### config.mk
export PLATFORM = sky130hd
export DESIGN_NAME = iso_io_port
export DESIGN_NICKNAME = d
export VERILOG_FILES = /design/src/rtl/iso_io_pkg.sv /design/src/rtl/iso_io_ctrl.sv /design/src/rtl/iso_io_datapath.sv /design/src/rtl/iso_io_port.sv
export SDC_FILE = /design/constraint.sdc
export NUM_CORES = 1
export LEC_CHECK = 0
export BUFFER_PORTS_ARGS = -buffer_cell sky130_fd_sc_hd__buf_4
export CAP_MARGIN = 15
export CORE_UTILIZATION = 51
export CTS_CLUSTER_DIAMETER = 60
export DETAILED_ROUTE_END_ITERATION = 10
export GPL_TIMING_DRIVEN = 0
export PLACE_DENSITY = 0.77
export RECOVER_POWER = 50
export SLEW_MARGIN = 20
export SYNTH_ARGS = -nofsm -noshare
export SYNTH_HDL_FRONTEND = slang
export SYNTH_SLANG_ARGS = --single-unit
### constraint.sdc
create_clock -name clk -period 1.4 [get_ports clk]
set_input_delay 0.28 -clock clk [delete_from_list [all_inputs] [get_ports clk]]
set_output_delay 0.28 -clock clk [all_outputs]
set_load 0.005 [all_outputs]
### src/rtl/iso_io_pkg.sv
package iso_io_pkg;
  localparam int NUM_BYTES = 2;
  localparam int NUM_BITS  = NUM_BYTES * 8;

  localparam logic [2:0] ADDR_OUT_LO = 3'd0;
  localparam logic [2:0] ADDR_IN_LO  = 3'd1;
  localparam logic [2:0] ADDR_IRQCTL = 3'd2;
  localparam logic [2:0] ADDR_FILT   = 3'd3;
  localparam logic [2:0] ADDR_OUT_HI = 3'd4;
  localparam logic [2:0] ADDR_IN_HI  = 3'd5;
  localparam logic [2:0] ADDR_STAT   = 3'd6;

  // strobes from control to datapath, each one cycle wide
  typedef struct packed {
    logic wrOutLo;
    logic wrOutHi;
    logic clrPend;
  } ioStrb_t;
endpackage

### src/rtl/iso_io_ctrl.sv
module iso_io_ctrl
  import iso_io_pkg::*;
(
  input  logic       clk,
  input  logic       rst,
  input  logic [2:0] busAddr,
  input  logic       busWrEn,
  input  logic       busRdEn,
  output ioStrb_t    strb,
  output logic       irqEn,
  output logic       filtEn
);
  logic irqOn, irqOff, filtOn, filtOff;

  always_comb begin
    strb.wrOutLo = busWrEn && (busAddr == ADDR_OUT_LO);
    strb.wrOutHi = busWrEn && (busAddr == ADDR_OUT_HI);
    strb.clrPend = busWrEn && (busAddr == ADDR_IN_LO);
    irqOn        = busRdEn && (busAddr == ADDR_IRQCTL);
    irqOff       = busWrEn && (busAddr == ADDR_IRQCTL);
    filtOn       = busRdEn && (busAddr == ADDR_FILT);
    filtOff      = busWrEn && (busAddr == ADDR_FILT);
  end

  // a write wins over a read that arrives in the same cycle
  always_ff @(posedge clk) begin
    if (rst) begin
      irqEn  <= 1'b0;
      filtEn <= 1'b0;
    end else begin
      if (irqOff)      irqEn <= 1'b0;
      else if (irqOn)  irqEn <= 1'b1;
      if (filtOff)     filtEn <= 1'b0;
      else if (filtOn) filtEn <= 1'b1;
    end
  end

  a_r4_read_arms: assert property (@(posedge clk) disable iff (rst)
    (busRdEn && !busWrEn && busAddr == ADDR_IRQCTL) |=> irqEn);
  a_r4_write_disarms: assert property (@(posedge clk) disable iff (rst)
    (busWrEn && busAddr == ADDR_IRQCTL) |=> !irqEn);
  a_r5_read_filters: assert property (@(posedge clk) disable iff (rst)
    (busRdEn && !busWrEn && busAddr == ADDR_FILT) |=> filtEn);
  a_r5_write_unfilters: assert property (@(posedge clk) disable iff (rst)
    (busWrEn && busAddr == ADDR_FILT) |=> !filtEn);
endmodule

### src/rtl/iso_io_datapath.sv
module iso_io_datapath
  import iso_io_pkg::*;
#(
  parameter int SYNC_STAGES = 2,
  parameter int FILT_HOLD   = 4
) (
  input  logic                clk,
  input  logic                rst,
  input  ioStrb_t             strb,
  input  logic                irqEn,
  input  logic                filtEn,
  input  logic                filtTick,
  input  logic [2:0]          busAddr,
  input  logic [7:0]          busWrData,
  output logic [7:0]          busRdData,
  input  logic [NUM_BITS-1:0] inPins,
  output logic [NUM_BITS-1:0] outPins,
  output logic                irq
);
  localparam int CNT_W = (FILT_HOLD > 2) ? $clog2(FILT_HOLD) : 1;
  localparam logic [CNT_W-1:0] CNT_LAST = CNT_W'(FILT_HOLD - 1);

  logic [7:0]          outLo, outHi;
  logic [NUM_BITS-1:0] accVal, accNext;
  logic                stLo, stHi, pend, chgLo, chgHi;

  // output latches
  always_ff @(posedge clk) begin
    if (rst) begin
      outLo <= '0;
      outHi <= '0;
    end else begin
      if (strb.wrOutLo) outLo <= busWrData;
      if (strb.wrOutHi) outHi <= busWrData;
    end
  end
  assign outPins = {outHi, outLo};

  // per-input synchronizer and debounce filter
  for (genvar i = 0; i < NUM_BITS; i++) begin : g_in
    logic [SYNC_STAGES-1:0] chain;
    logic                   syncd, acc, accN;
    logic [CNT_W-1:0]       cnt, cntN;

    assign syncd = chain[SYNC_STAGES-1];

    always_comb begin
      accN = acc;
      cntN = cnt;
      if (!filtEn) begin
        accN = syncd;
        cntN = '0;
      end else if (syncd == acc) begin
        cntN = '0;
      end else if (filtTick) begin
        if (cnt == CNT_LAST) begin
          accN = syncd;
          cntN = '0;
        end else begin
          cntN = cnt + 1'b1;
        end
      end
    end

    always_ff @(posedge clk) begin
      if (rst) begin
        chain <= '0;
        acc   <= 1'b0;
        cnt   <= '0;
      end else begin
        chain <= {chain[SYNC_STAGES-2:0], inPins[i]};
        acc   <= accN;
        cnt   <= cntN;
      end
    end

    assign accVal[i]  = acc;
    assign accNext[i] = accN;
  end

  // change-of-state detection on the accepted levels
  assign chgLo = |(accNext[7:0] ^ accVal[7:0]);
  assign chgHi = |(accNext[15:8] ^ accVal[15:8]);

  // a change seen on the clearing edge is kept
  always_ff @(posedge clk) begin
    if (rst) begin
      stLo <= 1'b0;
      stHi <= 1'b0;
    end else begin
      if (strb.clrPend) begin
        stLo <= 1'b0;
        stHi <= 1'b0;
      end
      if (irqEn) begin
        if (chgLo) stLo <= 1'b1;
        if (chgHi) stHi <= 1'b1;
      end
    end
  end
  assign pend = stLo | stHi;
  assign irq  = irqEn & pend;

  always_comb begin
    unique case (busAddr)
      ADDR_OUT_LO: busRdData = outLo;
      ADDR_IN_LO:  busRdData = accVal[7:0];
      ADDR_OUT_HI: busRdData = outHi;
      ADDR_IN_HI:  busRdData = accVal[15:8];
      ADDR_STAT:   busRdData = {5'b0, pend, stHi, stLo};
      default:     busRdData = 8'h00;
    endcase
  end

  a_r2_low_latch_hold: assert property (@(posedge clk) disable iff (rst)
    !strb.wrOutLo |=> $stable(outPins[7:0]));
  a_r2_high_latch_hold: assert property (@(posedge clk) disable iff (rst)
    !strb.wrOutHi |=> $stable(outPins[15:8]));
  a_r6_no_tick_no_accept: assert property (@(posedge clk) disable iff (rst)
    (filtEn && !filtTick) |=> $stable(accVal));
  a_r9_disarmed_no_latch: assert property (@(posedge clk) disable iff (rst)
    (!irqEn && !pend) |=> !pend);
  a_r8_clear_empties: assert property (@(posedge clk) disable iff (rst)
    (strb.clrPend && !(irqEn && (chgLo || chgHi))) |=> !pend);
endmodule

### src/rtl/iso_io_port.sv
module iso_io_port
  import iso_io_pkg::*;
#(
  parameter int SYNC_STAGES = 2,
  parameter int FILT_HOLD   = 4
) (
  input  logic        clk,
  input  logic        rst,
  input  logic [2:0]  busAddr,
  input  logic        busWrEn,
  input  logic        busRdEn,
  input  logic [7:0]  busWrData,
  output logic [7:0]  busRdData,
  input  logic        filtTick,
  input  logic [15:0] inPins,
  output logic [15:0] outPins,
  output logic        irq
);
  ioStrb_t strb;
  logic    irqEn, filtEn;

  iso_io_ctrl u_ctrl (
    .clk(clk), .rst(rst), .busAddr(busAddr), .busWrEn(busWrEn),
    .busRdEn(busRdEn), .strb(strb), .irqEn(irqEn), .filtEn(filtEn)
  );

  iso_io_datapath #(.SYNC_STAGES(SYNC_STAGES), .FILT_HOLD(FILT_HOLD)) u_dp (
    .clk(clk), .rst(rst), .strb(strb), .irqEn(irqEn), .filtEn(filtEn),
    .filtTick(filtTick), .busAddr(busAddr), .busWrData(busWrData),
    .busRdData(busRdData), .inPins(inPins), .outPins(outPins), .irq(irq)
  );
endmodule

# Word level (Yosys, flattened, before mapping)
# Index checks and enable logic that the tools add are counted.
[op_classes] add_sub_neg=16 n_mul=0 n_div=0 order_cmp=0 eq_ne=38 shifts=0 n_mux=87 n_bitwise=5 reduce_logical=28
[op_table] cell="$mux W1" count=70
[op_table] cell="$reduce_or A3 Y1" count=16
[op_table] cell="$pmux W8 S5" count=1
[op_table] cell="$add A2 B1 Y2 const B" count=16
[op_table] cell="$eq A2 B2 Y1 const B" count=16
[op_table] cell="$mux W2" count=16
[op_table] cell="$eq A1 B1 Y1" count=16
[op_table] cell="$reduce_or A8 Y1" count=2
[op_table] cell="$xor A8 B8 Y8" count=2
[op_table] cell="$eq A3 B3 Y1 const B" count=3
[op_table] cell="$logic_and A1 B1 Y1" count=7
[op_table] cell="$eq A3 B2 Y1 const B" count=2
[op_table] cell="$reduce_or A2 Y1" count=2
[op_table] cell="$eq A3 B1 Y1 const B" count=1
[op_table] cell="$logic_not A3 Y1" count=1
[op_table] cell="$and A1 B1 Y1" count=1
[op_table] cell="$not A1 Y1" count=1
[op_table] cell="$or A1 B1 Y1" count=1
[totals] reg_bits=100 latch_bits=0 ram_bits=0 rom_bits=0 in_bits=32 out_inout_bits=25 word_cells=228 mem_count=0

# Depth between registers and ports, before layout
# Gate-level depths: netlist of the first run.
[logic_depth] depth_word=9 mapped_depth=5 depth_no_buf=5

# Modules after synthesis
# From an unflattened synthesis of the first run, not the netlist that was laid out.
[unflattened] cells_unflattened=419 hier_area_um2=4271.6
[modules_own_cells] module="iso_io_datapath" n_inst=1 cells_per_inst=404 area_per_inst_um2=4124.0 seq_area_each_um2=1961.9
[modules_own_cells] module="iso_io_ctrl" n_inst=1 cells_per_inst=15 area_per_inst_um2=147.6 seq_area_each_um2=40.0

# Least setup slack after synthesis of the first run
# No wires, ideal clock.
[synth_timing] kind="input port to output port" startpoint="input busAddr[2]" endpoint="output busRdData[4]" arrival_ns=1.110 required_time_ns=1.120 setup_slack_ns=0.010 stages=3 path_buffers=1 path_cell_list="buf_2 mux4_2 nor2b_1"
[synth_between] elab_chain_len=2 elab_cells_between_ends=6 cone_classes="eq/ne: 4; mux: 1; reduce/logical: 1"
[synth_lines] element="start: declaration" line="iso_io_port.sv:9" rtl="input logic [2:0] busAddr,"
[synth_lines] element="$eq A3 B3 Y1 (tied with other cells)" line="iso_io_datapath.sv:105" rtl="unique case (busAddr)"
[synth_lines] element="$pmux W8 S5 *" line="iso_io_datapath.sv:105"
[synth_lines] element="end: declaration" line="iso_io_port.sv:13" rtl="output logic [7:0] busRdData,"
# Mark *: on every way between the ends. The rest lies on a longest branch, timed or not.

# Worst setup path in the final report of the first run
[layout_timing] startpoint="register u_dp.g_in[11].acc" endpoint="output busRdData[3]"
[layout_between] elab_chain_len=1
[layout_lines] element="start: declaration" line="iso_io_datapath.sv:42" rtl="logic syncd, acc, accN;"
[layout_lines] element="start signal: assignment" line="iso_io_datapath.sv:72" rtl="acc <= accN;"
[layout_lines] element="$pmux W8 S5" line="iso_io_datapath.sv:105"
# Every way passes these cells.

==> results.sh, run 1 <==
export IMPL_cts_inserted_buffers=9
export IMPL_drt_total_wl_um=9680
export IMPL_finalSetupViolCount=9
export IMPL_num_vias=3319
export IMPL_fill_cells=594
export IMPL_outcome="finished with violations"
export IMPL_grt_pass1_vias=3308
export IMPL_p_total_mw=5.48
export IMPL_hpwl_um=6840
export IMPL_min_period_ns=1.73
export IMPL_slew_headroom=0.637
export IMPL_avgSynthCellArea_um2=9.80
export IMPL_power_density_nw_per_um2=1020
export IMPL_rsz0062_at_grt="true"
export IMPL_path_clk_slew_ns=0.09
export IMPL_power_frac_comb=0.097
export IMPL_rr_endpoint="u_dp.stLo$_SDFF_PP0_"
export IMPL_slew_viol_final=0
export IMPL_tightestPinTransition_ns=0.544
export IMPL_remaining_drc_errors=0
export IMPL_viasPerCell=5.28
export IMPL_netSwitchingPower_mw=1.28
export IMPL_p_int_mw=4.20
export IMPL_start_util=0.538
export IMPL_firstDrtPassIters=5
export IMPL_ir_worst_vdd_mv=0.740
export IMPL_r2r_slack_ns=0.01
export IMPL_seqPwrFrac=0.540
export IMPL_grt_total_usage=0.235
export IMPL_layout_nets=570
export IMPL_grt_pass1_wl_um=15700
export IMPL_crit_arrival_ns=1.45
export IMPL_diodes=0
export IMPL_clockBufferDepth=2
export IMPL_synth_fp_nets=481
export IMPL_syn_area_um2=4250
export IMPL_startpoint="u_dp.g_in[11].acc$_SDFF_PP0_"
export IMPL_fin_crit_sh=1.24
export IMPL_layout_commonest_cell="dfxtp_1"
export IMPL_row_count=32
export IMPL_die_w_um=93.2
export IMPL_grt_overflow=0
export IMPL_syn_to_final_growth_pct=27.1
export IMPL_ios=57
export IMPL_endpoint="busRdData[3]"
export IMPL_numPortBuffers=56
export IMPL_final_setup_skew_ns=0.0131
export IMPL_htreeDepth=3
export IMPL_drtIter0Drc=137
export IMPL_syn_inst=433
export IMPL_clk_latency_ns=0.36
export IMPL_layout_common_cells="82 x dfxtp_1, 76 x buf_4, 68 x nor2_1"
export IMPL_die_height_um=93.2
export IMPL_routabilityCongestion=0.863
export IMPL_dieArea_um2=8690
export IMPL_synth_distinct_cells=31
export IMPL_drv_cap=0
export IMPL_fin_tns_setup_ns=-2.30
export IMPL_crit_path_start_kind="register"
export IMPL_core_area_um2=7890
export IMPL_setup_slack_ns=-0.331
export IMPL_drive_gt1_frac=0.309
export IMPL_yosysSeqAreaShare=0.472
export IMPL_clockPowerShare=0.364
export IMPL_antenna_found_initial=0
export IMPL_r2r_start="u_ctrl.filtEn$_SDFFE_PP0P_"
export IMPL_wl_per_cell_um=15.4
export IMPL_path_class="reg2out"
export IMPL_crit_path_max_fanout=2
export IMPL_p_leak_nw=2.20
export IMPL_worstPathRequired_ns=1.12
export IMPL_drtAntennaViolNets=0
export IMPL_grt_max_degree=17
export IMPL_finalHoldViolations=0
export IMPL_violations="negative setup slack"
export IMPL_clock_sinks=100
export IMPL_yosys_warnings=0
export IMPL_switching_share=0.233
export IMPL_cts_root_buf="clkbuf_8"
export IMPL_tritoncts="done"
export IMPL_r2r_cells=5
export IMPL_hp_class="in2reg"
export IMPL_ys_seq_elements=100
export IMPL_fmax_ghz=0.578
export IMPL_critPathCaptureType="primary output"
## per-stage QoR
stage / cells / instance area, um^2 / worst slack [ns] / util / hold slack, ns
after global routing: 629 / 5390 / -0.366 / 0.684 / 0.126
final: 629 / 5390 / -0.331 / 0.684 / 0.129
after CTS: 618 / 5230 / -0.363 / 0.663 / 0.116
after floorplan: 433 / 4250 / 0.0104 / - / 0.408
after global placement: 591 / 4790 / -0.327 / 0.608 / 0.421
after detailed placement: 591 / 4790 / -0.337 / 0.608 / 0.425
## state kept, by name (all words and copies together) (netlist names)
register	cells
u_dp.stHi	1
u_dp.g_in.chain	32
u_ctrl.irqEn	1
u_dp.g_in.acc	16
u_dp.outHi	8
u_dp.g_in.cnt	32
u_dp.stLo	1
u_dp.outLo	8
u_ctrl.filtEn	1
## layout make-up
class                      count  area (um^2)  share of cell area
inverter                       1         3.75            0.000696
tap                          102          128              0.0237
timing repair buffer          78          604               0.112
sequential                   100         2040               0.378
multi-input combinational    313         2300               0.426
buffer                        19          109              0.0202
clock inverter                 6         87.6              0.0162
clock buffer                  10          128              0.0237
## worst max-delay path, cell delays in order (launching register included)
cell     delay (ns)
dfxtp_4        0.36
mux4_2         0.47
nor2b_4        0.14
buf_6          0.12
## how the worst min path moves through the flow
stage | from | endpoint | slack [ns] | cells after the start
after floorplan | inPins[0] | u_dp.g_in[0].chain[0]$_SDFF_PP0_ | 0.41 | 1
after global placement | u_dp.g_in[15].chain[0]$_SDFF_PP0_ | u_dp.g_in[15].chain[1]$_SDFF_PP0_ | 0.42 | 1
after detailed placement | u_dp.g_in[13].chain[0]$_SDFF_PP0_ | u_dp.g_in[13].chain[1]$_SDFF_PP0_ | 0.42 | 1
after CTS | inPins[10] | u_dp.g_in[10].chain[0]$_SDFF_PP0_ | 0.12 | 2
after global routing | inPins[10] | u_dp.g_in[10].chain[0]$_SDFF_PP0_ | 0.13 | 2
final | inPins[12] | u_dp.g_in[12].chain[0]$_SDFF_PP0_ | 0.13 | 2
## synth_stat cells
cell type  instances  area (um^2)
a211oi_1           1         7.51
a41oi_1            1         8.76
mux4_2             5          113
buf_1              1         3.75
nor2_1            69          259
buf_4              3         22.5
nand2_1           35          131
a31oi_1            1         6.26
and2_1             2         12.5
xnor2_1           16          140
and3_1             1         6.26
a22oi_1            3         22.5
mux2i_1           51          510
nor2b_1           40          250
a311oi_1           1         8.76
inv_1              1         3.75
a21boi_1           9         67.6
a21boi_2           7         78.8
buf_6              1         11.3
a21oi_1           20          100
dfxtp_1          100         2000
clkbuf_1           7         26.3
buf_2              7         35.0
or2_2              1         6.26
nor4_1             2         12.5
nand3_1            1         5.00
nand2b_1          17          106
o21ai_1            2         10.0
and2b_2            1         8.76
o22ai_1           11         68.8
ha_1              16          200
## metal layers
metal	GRT usage	vias to the layer above	routed length (um)
met5	0	-	0
met4	0.101	0	170
met3	0.0374	12	414
met2	0.378	87	4740
met1	0.312	1586	4350
li1	-	1634	-
## power groups by stage
| stage | logic [mW] | clock network [mW] | registers, mW |
|---|---|---|---|
| 6_report | 0.529 | 1.99 | 2.96 |
| 5_1_grt | 0.573 | 2.15 | 2.96 |
| 4_1_cts | 0.497 | 2.02 | 2.95 |
| 3_5_place_dp | 0.454 | 0 | 3.03 |
| 3_3_place_gp | 0.447 | 0 | 3.03 |
| 2_1_floorplan | 0.292 | 0 | 3.01 |
## kinds of logic after synthesis
| logic type | after synthesis | share of synthesized area |
|---|---|---|
| xor+xnor | 16 | 0.0330 |
| compound gates | 56 | 0.0893 |
| mux | 56 | 0.147 |
| buf+inv | 20 | 0.0242 |
| simple gates | 169 | 0.188 |
| fa+ha+maj | 16 | 0.0472 |
| flops | 100 | 0.472 |
## what timing repair did
item                                    in CTS  in global routing
pin swaps                                    7                 11
setup buffers                               11                 11
gates resized for setup                     46                 24
endpoints found under the setup margin      12                 11
hold buffers                                 0                  0
(Power assumes the default switching activity.)
==> run 2, diff against run 1 <==
Settings changed: CORE_UTILIZATION 51 to 59, PLACE_DENSITY 0.77 to 0.83, SKIP_CTS_REPAIR_TIMING from default to 1.
Clock period 1.4 ns to 2.2 ns, I/O delays scaled along.
==> results.sh, run 2 (synthesis gave the netlist of run 1 again) <==
export IMPL_outcome="complete, no violations"
export IMPL_diodes=0
export IMPL_grt_max_degree=17
export IMPL_hp_class="in2reg"
export IMPL_fin_tns_setup_ns=0
export IMPL_drt_total_wl_um=9290
export IMPL_setup_slack_ns=0.116
export IMPL_slew_headroom=0.640
export IMPL_num_vias=3205
export IMPL_dp_slack_ns=0.124
export IMPL_clock_sinks=100
export IMPL_reg_largest_list="u_dp.g_in.chain (32), u_dp.g_in.cnt (32), u_dp.g_in.acc (16)"
export IMPL_start_util=0.618
export IMPL_rsz0062_at_grt="false"
export IMPL_grt_pass1_vias=3081
export IMPL_clk_latency_ns=0.36
export IMPL_met2_wirelength_um=4520
export IMPL_p_leak_nw=2.04
export IMPL_critPathCaptureType="primary output"
export IMPL_cts_inserted_buffers=9
export IMPL_ios=57
export IMPL_final_setup_skew_ns=0.0125
export IMPL_multi_input_area_um2=2140
export IMPL_worstPathRequired_ns=1.76
export IMPL_power_density_nw_per_um2=691
export IMPL_htreeDepth=3
export IMPL_core_area_um2=6870
export IMPL_routabilityCongestion=0.957
export IMPL_routedLengthMet1_um=4060
export IMPL_firstDrtPassIters=4
export IMPL_r2r_start="u_ctrl.filtEn$_SDFFE_PP0P_"
export IMPL_remaining_drc_errors=0
export IMPL_grt_pass1_wl_um=14800
export IMPL_drive_gt1_frac=0.183
export IMPL_layout_nets=548
export IMPL_die_height_um=86.8
export IMPL_grt_total_usage=0.263
export IMPL_crit_arrival_ns=1.64
export IMPL_wl_per_cell_um=15.5
export IMPL_p_total_mw=3.45
export IMPL_syn_to_final_growth_pct=17.4
export IMPL_path_class="in2out"
export IMPL_drv_cap=0
export IMPL_dieArea_um2=7540
export IMPL_ir_worst_vdd_mv=0.425
export IMPL_die_w_um=86.8
export IMPL_drtAntennaViolNets=0
export IMPL_fill_cells=527
export IMPL_stdcell_count=600
export IMPL_startpoint="busAddr[2]"
export IMPL_path_clk_slew_ns=0.09
export IMPL_slew_viol_final=0
export IMPL_tritoncts="done"
export IMPL_cts_root_buf="clkbuf_8"
export IMPL_antenna_found_initial=0
export IMPL_viasPerCell=5.34
export IMPL_fmax_ghz=0.480
export IMPL_layout_commonest_cell="dfxtp_1"
export IMPL_fin_crit_sh=0.947
export IMPL_min_period_ns=2.08
export IMPL_hpwl_um=7020
export IMPL_place_inst=585
export IMPL_regArea_um2=2000
export IMPL_drtIter0Drc=199
export IMPL_clockBufferDepth=2
export IMPL_r2r_slack_ns=0.25
export IMPL_row_count=30
export IMPL_crit_path_max_fanout=10
export IMPL_grt_overflow=0
export IMPL_finalHoldViolations=0
export IMPL_min_from="inPins[9]"
export IMPL_top_layer_used="met4"
export IMPL_numPortBuffers=56
export IMPL_layout_common_cells="100 x dfxtp_1, 69 x nor2_1, 51 x mux2i_1, 51 x buf_4, 40 x nor2b_1"
export IMPL_tightestPinTransition_ns=0.540
export IMPL_crit_path_start_kind="input port"
export IMPL_wl_met3_um=503
export IMPL_finalSetupViolCount=0
run 2: power breakdown:
part	switching [mW]	internal, mW
sequential	0.0317	1.85
clock	0.625	0.644
combinational	0.142	0.150
run 2: worst max-delay path, stage by stage:
cell,delay [ns]
buf_4,0.10
buf_2,0.25
mux4_2,0.52
nor2b_1,0.17
buf_4,0.16
run 2: path summary, 6_finish.rpt:
path                                                          end  cells past startpoint
worst max register to register               u_dp.stLo$_SDFF_PP0_                      5
worst min-delay path             u_dp.g_in[9].chain[0]$_SDFF_PP0_                      2
worst min register to register  u_dp.g_in[14].chain[1]$_SDFF_PP0_                      1
worst max-delay path                                 busRdData[5]                      5
run 2: metal layers:
layer  track usage  vias to the layer above
li1              -                     1597
met1         0.329                     1496
met2         0.452                       97
met3        0.0381                       15
met4         0.114                        0
met5             0                        -
run 2: layout make-up:
cell class / count / area share
Tap cell: 96 / 0.0241
Clock buffer: 10 / 0.0256
Multi-Input combinational cell: 313 / 0.429
Buffer: 19 / 0.0183
Clock inverter: 5 / 0.0171
Timing Repair Buffer: 56 / 0.0836
Inverter: 1 / 0.000753
Sequential cell: 100 / 0.402
run 2: stage by stage:
stage | hold WS (ns) | instance area, um^2 | util
after floorplan | 0.414 | 4250 | -
after global placement | 0.423 | 4790 | 0.697
after detailed placement | 0.420 | 4790 | 0.697
after CTS | 0.283 | 5000 | 0.728
after global routing | 0.283 | 4990 | 0.726
final | 0.289 | 4990 | 0.726
==> run 3, diff against run 2 <==
Settings changed: ABC_AREA from default to 0, CTS_BUF_LIST from default to sky130_fd_sc_hd__clkbuf_8.
==> results.sh, run 3 (synthesis gave the netlist of run 1 again) <==
export IMPL_fin_tns_setup_ns=0
export IMPL_grt_pass1_wl_um=14800
export IMPL_slew_headroom=0.630
export IMPL_grt_pass1_vias=3081
export IMPL_finalHoldViolations=0
export IMPL_drtIter0Drc=199
export IMPL_tightestPinTransition_ns=0.555
export IMPL_cts_inserted_buffers=9
export IMPL_layout_commonest_cell="dfxtp_1"
export IMPL_rr_endpoint="u_dp.stLo$_SDFF_PP0_"
export IMPL_place_area_um2=4790
export IMPL_clockPowerShare=0.368
export IMPL_routabilityCongestion=0.957
export IMPL_wl_met3_um=489
export IMPL_outcome="complete, no violations"
export IMPL_syn_to_final_growth_pct=17.4
export IMPL_rsz0062_at_grt="false"
export IMPL_core_area_um2=6870
export IMPL_seqPwrFrac=0.548
export IMPL_viasPerCell=5.34
export IMPL_drv_cap=0
export IMPL_crit_path_max_fanout=10
export IMPL_num_vias=3204
export IMPL_cts_root_buf="clkbuf_8"
export IMPL_critPathCaptureType="primary output"
export IMPL_path_clk_slew_ns=0.09
export IMPL_r2r_slack_ns=0.27
export IMPL_grt_overflow=0
export IMPL_met2_wirelength_um=4520
export IMPL_power_density_nw_per_um2=691
export IMPL_numPortBuffers=56
export IMPL_final_setup_skew_ns=0.0129
export IMPL_antenna_found_initial=0
export IMPL_top_layer_used="met4"
export IMPL_hold_depth=2
export IMPL_min_to="u_dp.g_in[9].chain[0]$_SDFF_PP0_"
export IMPL_worstPathRequired_ns=1.76
export IMPL_r2r_start="u_ctrl.filtEn$_SDFFE_PP0P_"
export IMPL_die_height_um=86.8
export IMPL_hpwl_um=7020
export IMPL_wl_per_cell_um=15.5
export IMPL_slew_viol_final=0
export IMPL_drt_total_wl_um=9300
export IMPL_layout_common_cells="100 x dfxtp_1, 69 x nor2_1, 51 x mux2i_1, 51 x buf_4, 40 x nor2b_1"
export IMPL_p_leak_nw=2.05
export IMPL_drive_gt1_frac=0.183
export IMPL_r2r_cells=5
export IMPL_clockBufferDepth=2
export IMPL_firstDrtPassIters=4
export IMPL_clk_latency_ns=0.36
export IMPL_finalSetupViolCount=0
export IMPL_netSwitchingPower_mw=0.801
export IMPL_grt_total_usage=0.263
export IMPL_start_util=0.618
export IMPL_remaining_drc_errors=0
export IMPL_diodes=0
export IMPL_stdcell_area_um2=4990
export IMPL_path_class="in2out"
export IMPL_fin_crit_sh=0.945
export IMPL_tritoncts="done"
export IMPL_startpoint="busAddr[2]"
export IMPL_crit_arrival_ns=1.64
export IMPL_routedLengthMet1_um=4070
export IMPL_dieArea_um2=7540
export IMPL_switching_share=0.233
export IMPL_min_period_ns=2.08
export IMPL_fmax_ghz=0.481
export IMPL_htreeDepth=3
export IMPL_fill_cells=527
export IMPL_ios=57
export IMPL_power_frac_comb=0.085
export IMPL_p_int_mw=2.64
export IMPL_crit_path_start_kind="input port"
export IMPL_ir_worst_vdd_mv=0.425
export IMPL_layout_nets=548
export IMPL_die_w_um=86.8
export IMPL_grt_max_degree=17
export IMPL_row_count=30
export IMPL_hp_class="in2reg"
export IMPL_reg_largest_list="u_dp.g_in.chain (32), u_dp.g_in.cnt (32), u_dp.g_in.acc (16)"
export IMPL_min_from="inPins[9]"
export IMPL_clock_sinks=100
export IMPL_drtAntennaViolNets=0
==> run 3: cell types whose count changed in the layout (fill, tap and decap cells not counted), sizes merged <==
cell    previous run  this run
clkbuf            27        26
inv                3         4
==> run 3: per-stage QoR <==
| step | worst slack, ns | total power, mW | util | hold WS [ns] | std cells |
|---|---|---|---|---|---|
| floorplan | 0.490 | 2.10 | - | 0.414 | 433 |
| global placement | 0.149 | 2.21 | 0.697 | 0.423 | 585 |
| detailed placement | 0.124 | 2.22 | 0.697 | 0.420 | 585 |
| CTS | 0.126 | 3.44 | 0.728 | 0.283 | 600 |
| global route | 0.0550 | 3.58 | 0.726 | 0.283 | 600 |
| finish | 0.121 | 3.44 | 0.726 | 0.286 | 600 |
==> run 3: how the worst max path moves through the flow <==
stage,end,slack (ns),cells past startpoint
after global placement,busRdData[5],0.15,5
after floorplan,busRdData[4],0.49,3
after global routing,busRdData[0],0.05,7
after CTS,busRdData[5],0.13,5
after detailed placement,busRdData[5],0.12,5
final,busRdData[5],0.12,5
==> run 3: cell type report <==
cell class                 count  area (um^2)  share of cell area
buffer                        19         91.3              0.0183
clock buffer                   9          124              0.0248
clock inverter                 6         88.8              0.0178
inverter                       1         3.75            0.000753
multi-input combinational    313         2140               0.429
sequential                   100         2000               0.402
tap                           96          120              0.0241
timing repair buffer          56          417              0.0836
==> run 3: layer usage <==
| layer | global-route usage | up-vias |
|---|---|---|
| met4 | 0.114 | 0 |
| li1 | - | 1598 |
| met3 | 0.0381 | 15 |
| met2 | 0.452 | 97 |
| met1 | 0.329 | 1494 |
| met5 | 0 | - |
==> run 3: worst max-delay path: stages <==
cell	delay (ns)
buf_4	0.10
buf_2	0.25
mux4_2	0.52
nor2b_1	0.17
buf_4	0.16
==> run 3: power by group through the flow <==
| stage | registers, mW | clock network [mW] | logic, mW |
|---|---|---|---|
| 3_5_place_dp | 1.93 | 0 | 0.293 |
| 2_1_floorplan | 1.92 | 0 | 0.186 |
| 6_report | 1.89 | 1.27 | 0.291 |
| 4_1_cts | 1.88 | 1.27 | 0.294 |
| 3_3_place_gp | 1.93 | 0 | 0.285 |
| 5_1_grt | 1.89 | 1.37 | 0.318 |
